$ cat config.mk
export PLATFORM = sky130hd
export DESIGN_NAME = dma4_ctrl
export DESIGN_NICKNAME = d
export VERILOG_FILES = /design/src/rtl/dma4_pkg.sv /design/src/rtl/dma4_chan.sv /design/src/rtl/dma4_arb.sv /design/src/rtl/dma4_seq.sv /design/src/rtl/dma4_ctrl.sv
export SDC_FILE = /design/constraint.sdc
export NUM_CORES = 1
export LEC_CHECK = 0
export ABC_AREA = 1
export ABC_CLOCK_PERIOD_IN_PS = 2450
export BUFFER_PORTS_ARGS = -buffer_cell sky130_fd_sc_hd__buf_4
export CORE_ASPECT_RATIO = 1.75
export CORE_UTILIZATION = 45
export CTS_CLUSTER_DIAMETER = 120
export DETAILED_ROUTE_END_ITERATION = 8
export PLACE_DENSITY_LB_ADDON = 0.15
export SYNTH_ARGS = -nofsm -noshare
export SYNTH_HDL_FRONTEND = slang
export SYNTH_SLANG_ARGS = --single-unit
$ cat constraint.sdc
create_clock -name clk -period 2.45 [get_ports clk]
set_input_delay 0.1225 -clock clk [delete_from_list [all_inputs] [get_ports clk]]
set_output_delay 0.1225 -clock clk [all_outputs]
set_load 0.01 [all_outputs]
$ cat src/rtl/dma4_pkg.sv
package dma4_pkg;

   // register field selector, low two bits of the select bus
   typedef enum logic [1:0] {
      FLD_ADDR  = 2'd0,
      FLD_COUNT = 2'd1,
      FLD_CTRL  = 2'd2,
      FLD_NONE  = 2'd3
   } reg_field_t;

   // cycle type held in control bits 2:1
   typedef enum logic [1:0] {
      XT_VERIFY = 2'd0,
      XT_MEMWR  = 2'd1,
      XT_MEMRD  = 2'd2,
      XT_RSVD   = 2'd3
   } xfer_type_t;

   typedef enum logic [1:0] {
      SQ_IDLE = 2'd0,
      SQ_REQ  = 2'd1,
      SQ_XFER = 2'd2
   } seq_state_t;

endpackage

$ cat src/rtl/dma4_chan.sv
module dma4_chan
   import dma4_pkg::*;
#(
   parameter int ADDR_W = 16,
   parameter int CNT_W  = 14
) (
   input  logic              clk,
   input  logic              rst_n,
   input  logic              wr_en,
   input  reg_field_t        wr_fld,
   input  logic [ADDR_W-1:0] wr_data,
   input  logic              step,
   output logic [ADDR_W-1:0] addr_q,
   output logic [CNT_W-1:0]  cnt_q,
   output xfer_type_t        type_q,
   output logic              en_q,
   output logic              last
);

   generate
      if (CNT_W < 1 || CNT_W > ADDR_W) begin : g_bad_cnt
         $error("dma4_chan: CNT_W must lie in 1..ADDR_W");
      end
   endgenerate

   assign last = (cnt_q == '0);

   always_ff @(posedge clk) begin
      if (!rst_n) begin
         addr_q <= '0;
         cnt_q  <= '0;
         type_q <= XT_VERIFY;
         en_q   <= 1'b0;
      end else begin
         if (step) begin
            addr_q <= addr_q + 1'b1;
            cnt_q  <= cnt_q - 1'b1;
            if (last) en_q <= 1'b0;
         end
         // a software write wins over the cycle update
         if (wr_en) begin
            case (wr_fld)
               FLD_ADDR:  addr_q <= wr_data;
               FLD_COUNT: cnt_q  <= wr_data[CNT_W-1:0];
               FLD_CTRL: begin
                  en_q   <= wr_data[0];
                  type_q <= xfer_type_t'(wr_data[2:1]);
               end
               default: ;
            endcase
         end
      end
   end


   addr_step_chk: assert property (@(posedge clk) disable iff (!rst_n)
      (step && !(wr_en && wr_fld == FLD_ADDR)) |=> addr_q == $past(addr_q) + 1'b1);


   cnt_hold_chk: assert property (@(posedge clk) disable iff (!rst_n)
      (!step && !wr_en) |=> $stable(cnt_q) && $stable(addr_q));


   en_clear_chk: assert property (@(posedge clk) disable iff (!rst_n)
      (step && last && !(wr_en && wr_fld == FLD_CTRL)) |=> !en_q);

endmodule

$ cat src/rtl/dma4_arb.sv
module dma4_arb #(
   parameter int NUM_CH = 4,
   localparam int CH_W  = (NUM_CH > 1) ? $clog2(NUM_CH) : 1
) (
   input  logic [NUM_CH-1:0] req,
   output logic [NUM_CH-1:0] grant,
   output logic [CH_W-1:0]   win_idx,
   output logic              any
);

   logic [NUM_CH:0] blocked;
   assign blocked[0] = 1'b0;

   generate
      for (genvar i = 0; i < NUM_CH; i++) begin : g_prio
         assign grant[i]     = req[i] & ~blocked[i];
         assign blocked[i+1] = blocked[i] | req[i];
      end
   endgenerate

   assign any = blocked[NUM_CH];

   always_comb begin
      win_idx = '0;
      for (int i = NUM_CH - 1; i >= 0; i--) begin
         if (grant[i]) win_idx = CH_W'(i);
      end
   end

endmodule

$ cat src/rtl/dma4_seq.sv
module dma4_seq
   import dma4_pkg::*;
#(
   parameter int CH_W = 2
) (
   input  logic            clk,
   input  logic            rst_n,
   input  logic            any_elig,
   input  logic            hlda,
   input  logic [CH_W-1:0] win_idx,
   output logic            busy,
   output logic            xfer,
   output logic [CH_W-1:0] cur_idx
);

   seq_state_t state_q;

   assign busy = (state_q != SQ_IDLE);
   assign xfer = (state_q == SQ_XFER);

   always_ff @(posedge clk) begin
      if (!rst_n) begin
         state_q <= SQ_IDLE;
         cur_idx <= '0;
      end else begin
         case (state_q)
            SQ_IDLE: begin
               if (any_elig) state_q <= SQ_REQ;
            end
            SQ_REQ: begin
               if (!any_elig) begin
                  state_q <= SQ_IDLE;
               end else if (hlda) begin
                  state_q <= SQ_XFER;
                  cur_idx <= win_idx;
               end
            end
            SQ_XFER: begin
               if (!any_elig) begin
                  state_q <= SQ_IDLE;
               end else if (hlda) begin
                  cur_idx <= win_idx;
               end else begin
                  state_q <= SQ_REQ;
               end
            end
            default: state_q <= SQ_IDLE;
         endcase
      end
   end


   xfer_needs_hlda_chk: assert property (@(posedge clk) disable iff (!rst_n)
      xfer |-> $past(hlda));


   req_waits_chk: assert property (@(posedge clk) disable iff (!rst_n)
      (busy && !hlda && any_elig) |=> (busy && !xfer));

endmodule

$ cat src/rtl/dma4_ctrl.sv
module dma4_ctrl
   import dma4_pkg::*;
#(
   parameter int NUM_CH = 4,
   parameter int ADDR_W = 16,
   parameter int CNT_W  = 14,
   localparam int CH_W  = (NUM_CH > 1) ? $clog2(NUM_CH) : 1,
   localparam int SEL_W = CH_W + 2
) (
   input  logic              clk,
   input  logic              rst_n,
   input  logic              reg_we,
   input  logic [SEL_W-1:0]  reg_sel,
   input  logic [ADDR_W-1:0] reg_wdata,
   output logic [ADDR_W-1:0] reg_rdata,
   input  logic [NUM_CH-1:0] dreq,
   input  logic              hlda,
   output logic              hrq,
   output logic [NUM_CH-1:0] dack,
   output logic [NUM_CH-1:0] tc,
   output logic [ADDR_W-1:0] mem_addr,
   output logic              mem_rd,
   output logic              mem_wr,
   output logic              io_rd,
   output logic              io_wr
);

   generate
      if (NUM_CH < 2) begin : g_bad_ch
         $error("dma4_ctrl: NUM_CH must be at least 2");
      end
      if (ADDR_W < 3) begin : g_bad_aw
         $error("dma4_ctrl: ADDR_W must hold the control word");
      end
   endgenerate

   logic [CH_W-1:0]   sel_ch;
   reg_field_t        sel_fld;
   assign sel_ch  = reg_sel[SEL_W-1:2];
   assign sel_fld = reg_field_t'(reg_sel[1:0]);

   logic [ADDR_W-1:0] addr_a [NUM_CH];
   logic [CNT_W-1:0]  cnt_a  [NUM_CH];
   xfer_type_t        type_a [NUM_CH];
   logic [NUM_CH-1:0] en_vec;
   logic [NUM_CH-1:0] last_vec;
   logic [NUM_CH-1:0] step_vec;

   logic              xfer;
   logic [CH_W-1:0]   cur_idx;
   logic [NUM_CH-1:0] cur_oh;

   generate
      for (genvar i = 0; i < NUM_CH; i++) begin : g_ch
         assign step_vec[i] = cur_oh[i];
         dma4_chan #(.ADDR_W(ADDR_W), .CNT_W(CNT_W)) u_chan (
            .clk     (clk),
            .rst_n   (rst_n),
            .wr_en   (reg_we && sel_ch == CH_W'(i)),
            .wr_fld  (sel_fld),
            .wr_data (reg_wdata),
            .step    (step_vec[i]),
            .addr_q  (addr_a[i]),
            .cnt_q   (cnt_a[i]),
            .type_q  (type_a[i]),
            .en_q    (en_vec[i]),
            .last    (last_vec[i])
         );
      end
   endgenerate

   always_comb begin
      cur_oh = '0;
      if (xfer) cur_oh[cur_idx] = 1'b1;
   end

   // a channel in its final cycle drops out of the next arbitration
   logic [NUM_CH-1:0] elig;
   logic [NUM_CH-1:0] grant;
   logic [CH_W-1:0]   win_idx;
   logic              any_elig;

   assign elig = dreq & en_vec & ~(cur_oh & last_vec);

   dma4_arb #(.NUM_CH(NUM_CH)) u_arb (
      .req     (elig),
      .grant   (grant),
      .win_idx (win_idx),
      .any     (any_elig)
   );

   dma4_seq #(.CH_W(CH_W)) u_seq (
      .clk      (clk),
      .rst_n    (rst_n),
      .any_elig (any_elig),
      .hlda     (hlda),
      .win_idx  (win_idx),
      .busy     (hrq),
      .xfer     (xfer),
      .cur_idx  (cur_idx)
   );

   xfer_type_t cur_type;
   assign cur_type = type_a[cur_idx];

   assign dack     = cur_oh;
   assign tc       = cur_oh & last_vec;
   assign mem_addr = xfer ? addr_a[cur_idx] : '0;
   assign mem_wr   = xfer && (cur_type == XT_MEMWR);
   assign io_rd    = xfer && (cur_type == XT_MEMWR);
   assign mem_rd   = xfer && (cur_type == XT_MEMRD);
   assign io_wr    = xfer && (cur_type == XT_MEMRD);

   always_comb begin
      reg_rdata = '0;
      for (int i = 0; i < NUM_CH; i++) begin
         if (sel_ch == CH_W'(i)) begin
            case (sel_fld)
               FLD_ADDR:  reg_rdata = addr_a[i];
               FLD_COUNT: reg_rdata = ADDR_W'(cnt_a[i]);
               FLD_CTRL:  reg_rdata = ADDR_W'({type_a[i], en_vec[i]});
               default:   reg_rdata = '0;
            endcase
         end
      end
   end


   dack_onehot_chk: assert property (@(posedge clk) disable iff (!rst_n)
      $onehot0(dack) && (xfer == (dack != '0)));


   tc_with_dack_chk: assert property (@(posedge clk) disable iff (!rst_n)
      (tc & ~dack) == '0);


   strobe_excl_chk: assert property (@(posedge clk) disable iff (!rst_n)
      !((mem_rd || io_wr) && (mem_wr || io_rd)));


   hrq_on_req_chk: assert property (@(posedge clk) disable iff (!rst_n)
      (!hrq && (dreq & en_vec) != '0) |=> hrq);


   grant_prio_chk: assert property (@(posedge clk) disable iff (!rst_n)
      any_elig |-> ($onehot(grant) && (grant & elig) == grant
                    && ((grant - NUM_CH'(1)) & elig) == '0));

endmodule

* After elaboration in Yosys (flattened, before gate mapping)
Cells that the tools add are included.
** Cells by class
- Reductions and logical operators :: 22
- Add/sub/neg operators :: 8
- Bitwise gates (word level) :: 14
- Magnitude comparators :: 3
- Multiplexer cells :: 68
- Equal/unequal tests :: 12
** Operator list (number)
- 16-bit two-way mux :: 19
- 16-bit one-hot mux with 3 select lines :: 4
- 14-bit two-way mux :: 12
- 16-bit by 1-bit adder with 16-bit output (second input constant) :: 4
- 14-bit zero test :: 4
- 14-bit by 1-bit subtractor with 14-bit output (second input constant) :: 4
- 16-bit binary-select mux with 2-bit select :: 1
- 2-bit two-way mux :: 11
- 1-bit two-way mux :: 17
- 4-bit bitwise AND :: 3
- 2-bit == test (second input constant) :: 5
- 2-bit by 1-bit == test with 1-bit output (second input constant) :: 4
- 2-bit AND reduction :: 4
- 1-bit logical AND :: 7
- 2-bit zero test :: 3
- 3-bit != test (second input constant) :: 2
- 2-bit one-hot mux with 3 select lines :: 1
- 3-bit AND reduction :: 2
- 2-bit binary-select mux with 2-bit select :: 1
- 4-bit two-way mux :: 1
- 4-bit inverter :: 1
- 1-bit bitwise AND :: 3
- 3-bit >= comparator (second input constant) :: 1
- 2-bit by 3-bit < comparator with 1-bit output (second input constant) :: 1
- other kinds (8) :: 12
** Storage, ports and cells
- Word-level logic and storage cells :: 145
- Flip-flop bits (word level) :: 136
- Output and inout bits :: 45
- Bits of input ports :: 28

* Longest topological paths before layout
Gate-level depths: netlist of run 1.
- Depth after elaboration :: 16
- Mapped depth :: 15
- Gate-level depth less buffers :: 14

* Hierarchy
Synthesis of run 1 repeated with hierarchy kept, for this count alone.
** Second synthesis, totals
- Cells, all modules :: 1820
- Area total of the unflattened synthesis :: 10856.7 µm²
** Modules (own cells, without submodules)
- dma4_chan :: times used 4, sequential area each 660.6 µm², cells an instance 321, area an instance 2118.3 µm²
- dma4_ctrl :: times used 1, sequential area each 0.0 µm², cells an instance 483, area an instance 2058.2 µm²
- dma4_seq :: times used 1, sequential area each 80.1 µm², cells an instance 38, area an instance 260.2 µm²
- dma4_arb :: times used 1, sequential area each 0.0 µm², cells an instance 15, area an instance 65.1 µm²

* Worst setup path after synthesis of run 1
OpenSTA, ideal clock, no wires.
- Path kind :: register to register
- Start point :: register u_seq.state_q[0]
- End point :: register g_ch[3].u_chan.addr_q[15]
- Library setup time :: 113 ps
- Cell stages (with the launch flop) :: 14
- Buffers on the path :: 1
- Clock period less this slack :: 2024 ps
- Path slack :: 426 ps
- Arrival time :: 1911 ps
- Data required time :: 2337 ps
- Path through :: dfxtp_1 inv_1 ha_1 buf_2 inv_1 nor2_4 inv_2 nor3_4 nand3_2 nor2_1 nand2_1 xor2_1 o21ai_1 inv_1
** On the way
- Word-level cells in the longest chain between the ends :: 5
** Ends and longest elaborated chain
- start: declaration :: RTL line dma4_seq.sv:16 : seq_state_t state_q;
- start signal: assignment :: RTL line dma4_seq.sv:23 : state_q <= SQ_IDLE;
- start signal: assignment :: RTL line dma4_seq.sv:28 : if (any_elig) state_q <= SQ_REQ;
- start signal: assignment :: RTL line dma4_seq.sv:32 : state_q <= SQ_IDLE;
- 2-bit == test * :: RTL line dma4_seq.sv:19 : assign xfer = (state_q == SQ_XFER);
- 4-bit two-way mux * :: RTL line dma4_ctrl.sv:74 : if (xfer) cur_oh[cur_idx] = 1'b1;
- 16-bit two-way mux * :: RTL line dma4_chan.sv:35 : if (step) begin
- 16-bit two-way mux :: RTL line dma4_chan.sv:42 : case (wr_fld)
- 16-bit two-way mux * :: RTL line dma4_chan.sv:41 : if (wr_en) begin
- end signal: assignment :: RTL line dma4_chan.sv:36 : addr_q <= addr_q + 1'b1;
- end signal: assignment :: RTL line dma4_chan.sv:43 : FLD_ADDR: addr_q <= wr_data;
- end: declaration :: RTL line dma4_chan.sv:13 : output logic [ADDR_W-1:0] addr_q,
Mark *: on every way between the ends. The rest lies on a longest branch, timed or not.
A chain may end at the register's enable or synchronous reset.

* Worst setup path in the final report of run 1
- Start point :: register g_ch[2].u_chan.cnt_q[13]
- End point :: output port reg_rdata[13]
** On the way
- Word-level cells in the longest chain between the ends :: 3
** Ends and longest elaborated chain
- start: declaration :: RTL line dma4_chan.sv:14 : output logic [CNT_W-1:0] cnt_q,
- start signal: assignment :: RTL line dma4_chan.sv:37 : cnt_q <= cnt_q - 1'b1;
- start signal: assignment :: RTL line dma4_chan.sv:44 : FLD_COUNT: cnt_q <= wr_data[CNT_W-1:0];
- 16-bit one-hot mux with 3 select lines :: RTL line dma4_ctrl.sv:118 : case (sel_fld)
- 16-bit two-way mux (2 in a row) :: RTL line dma4_ctrl.sv:117 : if (sel_ch == CH_W'(i)) begin
- end: declaration :: RTL line dma4_ctrl.sv:15 : output logic [ADDR_W-1:0] reg_rdata,
No other way between the ends.

==> out/results.txt, run 1 <==
Largest net degree at the start of global routing = 59
CTS root buf = clkbuf_16
TritonCTS buffer count = 17
Worst clock skew = 0.0119 ns
Setup TNS = -0.0876 ns
Nets = 1513
Row count = 68
Cell variety after synth = 45
First-pass GRT wire length = 55800 um
Flops & latches, synth = 136
Max IR drop VDD = 0.000522 V
Area grow syn2layout = 16.8%
Yosys warns = 0
Total die area = 20800 um^2
RSZ-0062 raised after global routing = no
Cells after DPL = 1688
Leading cell types in the layout, fill and taps excluded = 248 x inv_1, 199 x nand2_1, 153 x nor2_1, 135 x dfxtp_1, 123 x o21ai_0
Max FO, Critical Path = 3
DP Wirelength = 28400 um
Critical Path Sink Type = output port
Cell Area, Synth = 9100 um^2
# port buffers = 72
Failing checks = setup timing
Most common library cell in the layout ignoring fill and taps = inv_1
CP startpoint kind = flip-flop
Data required, critical path = 2.33 ns
Vias in the first global route = 9573
DR WL/cell = 21.9 um
RePlAce Congestion = 1.03
Clk slew on worst S/H paths = 0.06 ns
Die Span Y = 190 um
Final Util = 0.538
Share of cells above drive strength 1 = 0.125
H-tree depth = 4
CTS Sinks = 136
Placeable core area = 19700 um^2
Die Width = 109 um
Filler Cell Count = 2076
GRT Util Overall = 0.373
Reg-to-Reg End = g_ch[0].u_chan.addr_q[10]$_SDFF_PN0_
Reg2reg start = u_seq.state_q[0]$_SDFFE_PN0P_
Ys async rst share = 0
Synthesized instance count = 1395
Ant diodes = 0
Max Buffers Root-to-Sink = 2
Antenna Nets Post-Route = 0
Worst R2R Path Depth = 13
Placed inst area = 9970 um^2
Cell area power density = 635 nW/um^2
Critical Path AT = 2.42 ns
Hold Path Class = in2reg
Initial Util = 0.461
Post-synth EDFFs = 0
Syn Area/Cell = 6.52 um^2
Reg-to-reg slack, setup = 0.16 ns
Layout Cells excl Fill = 1727
Post-synthesis sequential area ratio = 0.299
Design area = 10600 um^2
Leakage = 4.98 nW
Status = finished, violations left
Pre-antenna DRT Iters = 8
Fin crit period = 2.54 ns
Remaining DRCs = 0
Syn Nets = 1439
Top_reg_cell synth = dfxtp_1
# Max-Cap Violations = 0
Slew margin rel. = 0.424
Part of the cycle the worst path needs = 1.04
Setup crit end = reg_rdata[13]
Worst Setup Path Type = reg2out
Final Max Tran Viols = 0
Worst Slack Setup Final = -0.0876 ns
Antenna violations before repair = 0
CTS tree = built
Initial drt markers = 847
Total grt overflow = 0
CP Launch Point = g_ch[2].u_chan.cnt_q[13]$_SDFF_PN0_
Worst Tran Pin Value = 0.864 ns
Final number of setup-violating endpoints = 1
DRT Wirelength = 37800 um
Fmax = 394 MHz
Via Count = 10200
Clock latency on the worst-skew pair = 0.45 ns
Top Ports = 73
Via density = 5.89
Final Hold Viols = 0
==> worst min path at each step <==
stage                        startpoint                                    to  slack (ns)  depth (start not counted)
after global placement     reg_wdata[6]    g_ch[2].u_chan.cnt_q[6]$_SDFF_PN0_        0.39                          3
after floorplan           reg_wdata[11]  g_ch[2].u_chan.addr_q[11]$_SDFF_PN0_        0.27                          2
after global routing       reg_wdata[3]    g_ch[1].u_chan.cnt_q[3]$_SDFF_PN0_        0.03                          3
after CTS                  reg_wdata[3]    g_ch[1].u_chan.cnt_q[3]$_SDFF_PN0_       0.005                          3
final                      reg_wdata[3]    g_ch[1].u_chan.cnt_q[3]$_SDFF_PN0_        0.01                          3
after detailed placement   reg_wdata[6]    g_ch[2].u_chan.cnt_q[6]$_SDFF_PN0_        0.41                          3
==> kinds of logic after synthesis <==
logic type,after synthesis,synth area share
compound gates,379,0.253
xor+xnor,59,0.0568
fa+ha+maj,16,0.0220
buf+inv,318,0.135
flops,136,0.299
simple gates,487,0.234
==> state kept, by name, indices dropped and copies added (netlist names) <==
| name | count |
|---|---|
| u_seq.state_q | 2 |
| g_ch.u_chan.type_q | 8 |
| u_seq.cur_idx | 2 |
| g_ch.u_chan.en_q | 4 |
| g_ch.u_chan.cnt_q | 56 |
| g_ch.u_chan.addr_q | 64 |
==> where the power goes <==
part,leakage (nW),switching [W],internal (W)
registers,1.10,0.000200,0.00237
clock network,0.290,0.00103,0.00152
logic,3.58,0.00108,0.000549
total,4.98,0.00231,0.00444
==> area by class of cell <==
class / count / area, um^2 / share of cell area
clock inverters: 8 / 68.8 / 0.00648
flip-flops and latches: 136 / 2720 / 0.256
inverters: 261 / 991 / 0.0932
well taps: 245 / 307 / 0.0288
clock buffers: 24 / 502 / 0.0472
repair buffers: 112 / 873 / 0.0822
multi-input cells: 941 / 5160 / 0.486
==> per-stage QoR <==
step / hold slack, ns / total power [W] / setup slack (ns)
after CTS: 0.00507 / 0.00671 / 0.0162
final: 0.0138 / 0.00675 / -0.0876
after global placement: 0.392 / 0.00418 / 0.123
after detailed placement: 0.406 / 0.00419 / 0.0736
after floorplan: 0.271 / 0.00360 / 0.426
after global routing: 0.0315 / 0.00702 / 0.000524
==> per-layer routing <==
layer  global-route usage  up-vias  wire length, um  part of all wire
li1                     -     4787                -                 -
met1                0.403     4683            13300              0.35
met2                0.617      544            18100              0.48
met3               0.0651      157             2720             0.072
met4                0.321        0             3640             0.096
met5                    0        -                0                 0
==> worst max-delay path, stage by stage (launching register included) <==
cell and delay (ns):
dfxtp_1 0.31, inv_1 0.15, o221ai_1 0.30, a221oi_1 0.81, o211ai_1 0.19, buf_4 0.20
==> what timing repair did <==
action                                  CTS  global route
resized for setup                         1             7
pin swaps                                 0             1
hold buffers                              3             0
endpoints found under the hold margin     4             0
buffers inserted                          2             2
endpoints found under the setup margin    2            18
==> Yosys cell counts, types with 6 or more instances <==
cell type | number | area share
inv_1 | 249 | 0.10
nand2_1 | 199 | 0.082
nor2_1 | 154 | 0.064
dfxtp_1 | 136 | 0.30
o21ai_0 | 123 | 0.068
a21oi_1 | 92 | 0.051
nand3_1 | 67 | 0.037
xor2_1 | 50 | 0.048
clkbuf_1 | 43 | 0.018
o22ai_1 | 32 | 0.022
o211ai_1 | 29 | 0.024
a221oi_1 | 25 | 0.024
nor3_1 | 18 | 0.0099
a31oi_1 | 17 | 0.012
ha_1 | 16 | 0.022
nor2_2 | 16 | 0.011
o221ai_1 | 15 | 0.014
nand4_1 | 14 | 0.0096
xnor2_1 | 9 | 0.0087
inv_2 | 8 | 0.0033
o21bai_1 | 8 | 0.0066
a22oi_1 | 7 | 0.0058
buf_4 | 7 | 0.0058
o21ai_1 | 7 | 0.0038
buf_2 | 6 | 0.0033
(Power assumes the default switching activity.)
==> run 2, diff against run 1 <==
--- a/config.mk
+++ b/config.mk
@@ -9,7 +9,7 @@
 export ABC_CLOCK_PERIOD_IN_PS = 2450
 export BUFFER_PORTS_ARGS = -buffer_cell sky130_fd_sc_hd__buf_4
 export CORE_ASPECT_RATIO = 1.75
-export CORE_UTILIZATION = 45
+export CORE_UTILIZATION = 61
 export CTS_CLUSTER_DIAMETER = 120
 export DETAILED_ROUTE_END_ITERATION = 8
 export PLACE_DENSITY_LB_ADDON = 0.15
==> out/results.txt, run 2 (synthesis gave the netlist of run 1 again) <==
Total grt overflow = 0 (unchanged)
Switching pwr = 0.00243 W (+5.4%)
Final Hold Viols = 1 (+1)
Worst Setup Path Type = reg2reg
Largest net degree at the start of global routing = 40 (-32%)
Most common library cell in the layout ignoring fill and taps = inv_1
Worst Tran Pin Value = 0.934 ns (+0.0705 ns)
Placed inst area = 9880 um^2 (-0.92%)
CP startpoint kind = flip-flop
RePlAce Congestion = 1.04 (+0.31%)
Max FFs per register = 64 (unchanged)
Antenna violations before repair = 4 (+4)
Clock Power Share = 0.383 (+0.005)
Initial Util = 0.630 (+0.169)
Sequential Power Share = 0.376 (-0.005)
Pre-antenna DRT Iters = 6 (-2)
Final Max Tran Viols = 0 (unchanged)
Worst clock skew = 0.0128 ns (+0.000925 ns)
Status = finished, violations left
Fin crit period = 2.38 ns (-0.160 ns)
RSZ-0062 raised after global routing = no
Clk slew on worst S/H paths = 0.07 ns (about the same)
Via density = 6.32 (+7.3%)
DP Wirelength = 27400 um (-3.5%)
Row count = 58 (-15%)
DR top layer = met5
Switching Share = 0.357 (+0.0152)
Placeable core area = 14400 um^2 (-27%)
Design area = 10500 um^2 (-1.0%)
Leakage = 4.95 nW (-0.44%)
Top Ports = 73 (unchanged)
Filler Cell Count = 1246 (-40%)
Setup TNS = 0 ns (+0.0876 ns)
Ant diodes = 0 (unchanged)
Clock latency on the worst-skew pair = 0.44 ns (about the same)
Top reg by flops = g_ch.u_chan.addr_q
Max IR drop VDD = 0.000475 V (-9.0%)
# Max-Cap Violations = 0 (unchanged)
Part of the cycle the worst path needs = 0.970 (-0.0655)
Area grow syn2layout = 15.6%
Data required, critical path = 2.78 ns (+0.45 ns)
Max Buffers Root-to-Sink = 2 (unchanged)
Vias in the first global route = 9880 (+3.2%)
Met3 wire length = 3760 um (+38%)
CTS root buf = clkbuf_16
Die Span Y = 164 um (-14%)
H-tree depth = 4 (unchanged)
Total die area = 15400 um^2 (-26%)
Share of cells above drive strength 1 = 0.128 (+0.00346)
Critical Path AT = 2.71 ns (+0.29 ns)
First-pass GRT wire length = 55200 um (-1.2%)
Initial drt markers = 1177 (+39%)
Critical Path Sink Type = flip-flop
Antenna Nets Post-Route = 0 (unchanged)
Combinational share of power = 0.241 (about the same)
Int Pwr = 0.00438 W (-1.5%)
# port buffers = 72 (unchanged)
Via Count = 10500 (+3.2%)
GRT Util Overall = 0.490 (+0.117)
Slew margin rel. = 0.377 (-0.0470)
Hold Path Class = in2reg
Fmax = 421 MHz (+6.8%)
Final number of setup-violating endpoints = 0 (-1)
Routed met2 length = 17300 um (-4.5%)
Remaining DRCs = 0 (unchanged)
Nets = 1512 (-0.066%)
TritonCTS buffer count = 17 (unchanged)
Worst slack, placed = 0.0469 ns (-0.0267 ns)
DRT Wirelength = 37400 um (-1.1%)
DR WL/cell = 22.5 um (+2.9%)
Top Registers = g_ch.u_chan.addr_q (64), g_ch.u_chan.cnt_q (56), g_ch.u_chan.type_q (8)
CTS Sinks = 136 (unchanged)
CTS tree = built
Met1 wire length = 12400 um (-6.7%)
Failing checks = hold timing
Cell area power density = 647 nW/um^2 (+1.9%)
Max FO, Critical Path = 9 (+6)
Die Width = 94.3 um (-14%)
Hold WS = -0.00957 ns (-0.0234 ns)
Leading cell types in the layout, fill and taps excluded = 248 x inv_1, 199 x nand2_1, 153 x nor2_1, 135 x dfxtp_1, 123 x o21ai_0
Worst Slack Setup Final = 0.0728 ns (+0.160 ns)
-- run 2: cell types whose count changed in the layout (fill, tap and decap cells not counted), moves of 3 or more --
cell,delta
inv_6,+4
clkbuf_8,-3
buf_4,+3
clkinv_2,-3
clkinvlp_4,+4
-- run 2: routing by layer --
layer / global-route usage / vias up
met5: 0 / -
met4: 0.443 / 6
met3: 0.129 / 247
met2: 0.797 / 722
met1: 0.504 / 4748
li1: - / 4778
-- run 2: layout make-up --
cell class	instances	area, um^2	share of cell area
flip-flops and latches	136	2720	0.259
clock inverters	13	119	0.0113
inverters	261	988	0.0939
clock buffers	19	453	0.0430
multi-input cells	941	5180	0.492
well taps	180	225	0.0214
repair buffers	111	836	0.0794
-- run 2: power groups by stage --
stage	sequential, W	clock (W)	combinational, W
after floorplan	0.00254	0	0.00107
final	0.00256	0.00261	0.00164
after global placement	0.00260	0	0.00154
after CTS	0.00255	0.00258	0.00157
after detailed placement	0.00260	0	0.00156
after global routing	0.00257	0.00267	0.00177
-- run 2: what timing repair did --
action                                 in CTS  in global routing
endpoints found under the hold margin       2                  0
gates resized for setup                     0                  8
setup endpoints to repair                   0                 13
hold buffers                                1                  0
setup buffers                               0                  3
-- run 2: per-stage QoR --
step / std cells / util / power, W / hold WS [ns]
floorplan: 1395 / - / 0.00360 / 0.271
global placement: 1625 / 0.684 / 0.00414 / 0.385
detailed placement: 1625 / 0.684 / 0.00416 / 0.387
CTS: 1658 / 0.724 / 0.00671 / 0.00219
global route: 1661 / 0.729 / 0.00701 / 0.0329
finish: 1661 / 0.729 / 0.00681 / -0.00957
-- run 2: worst paths after layout --
| path | startpoint | to | slack [ns] | cells after the start |
|---|---|---|---|---|
| hold / removal | reg_wdata[14] | g_ch[1].u_chan.addr_q[14]$_SDFF_PN0_ | -0.01 | 3 |
| setup reg to reg | u_seq.state_q[0]$_SDFFE_PN0P_ | g_ch[2].u_chan.addr_q[5]$_SDFF_PN0_ | 0.07 | 9 |
| hold reg to reg | g_ch[3].u_chan.cnt_q[2]$_SDFF_PN0_ | g_ch[3].u_chan.cnt_q[2]$_SDFF_PN0_ | 0.49 | 2 |
| setup / recovery | u_seq.state_q[0]$_SDFFE_PN0P_ | g_ch[2].u_chan.addr_q[5]$_SDFF_PN0_ | 0.07 | 9 |
-- run 2: worst max-delay path, stage by stage, from the launching register on --
cell and delay, ns:
dfxtp_1 0.33, inv_1 0.10, ha_1 0.18, buf_4 0.21
nand2_4 0.14, nor2_1 0.23, a31oi_1 0.12, o311ai_0 0.70
buf_4 0.22, inv_1 0.04
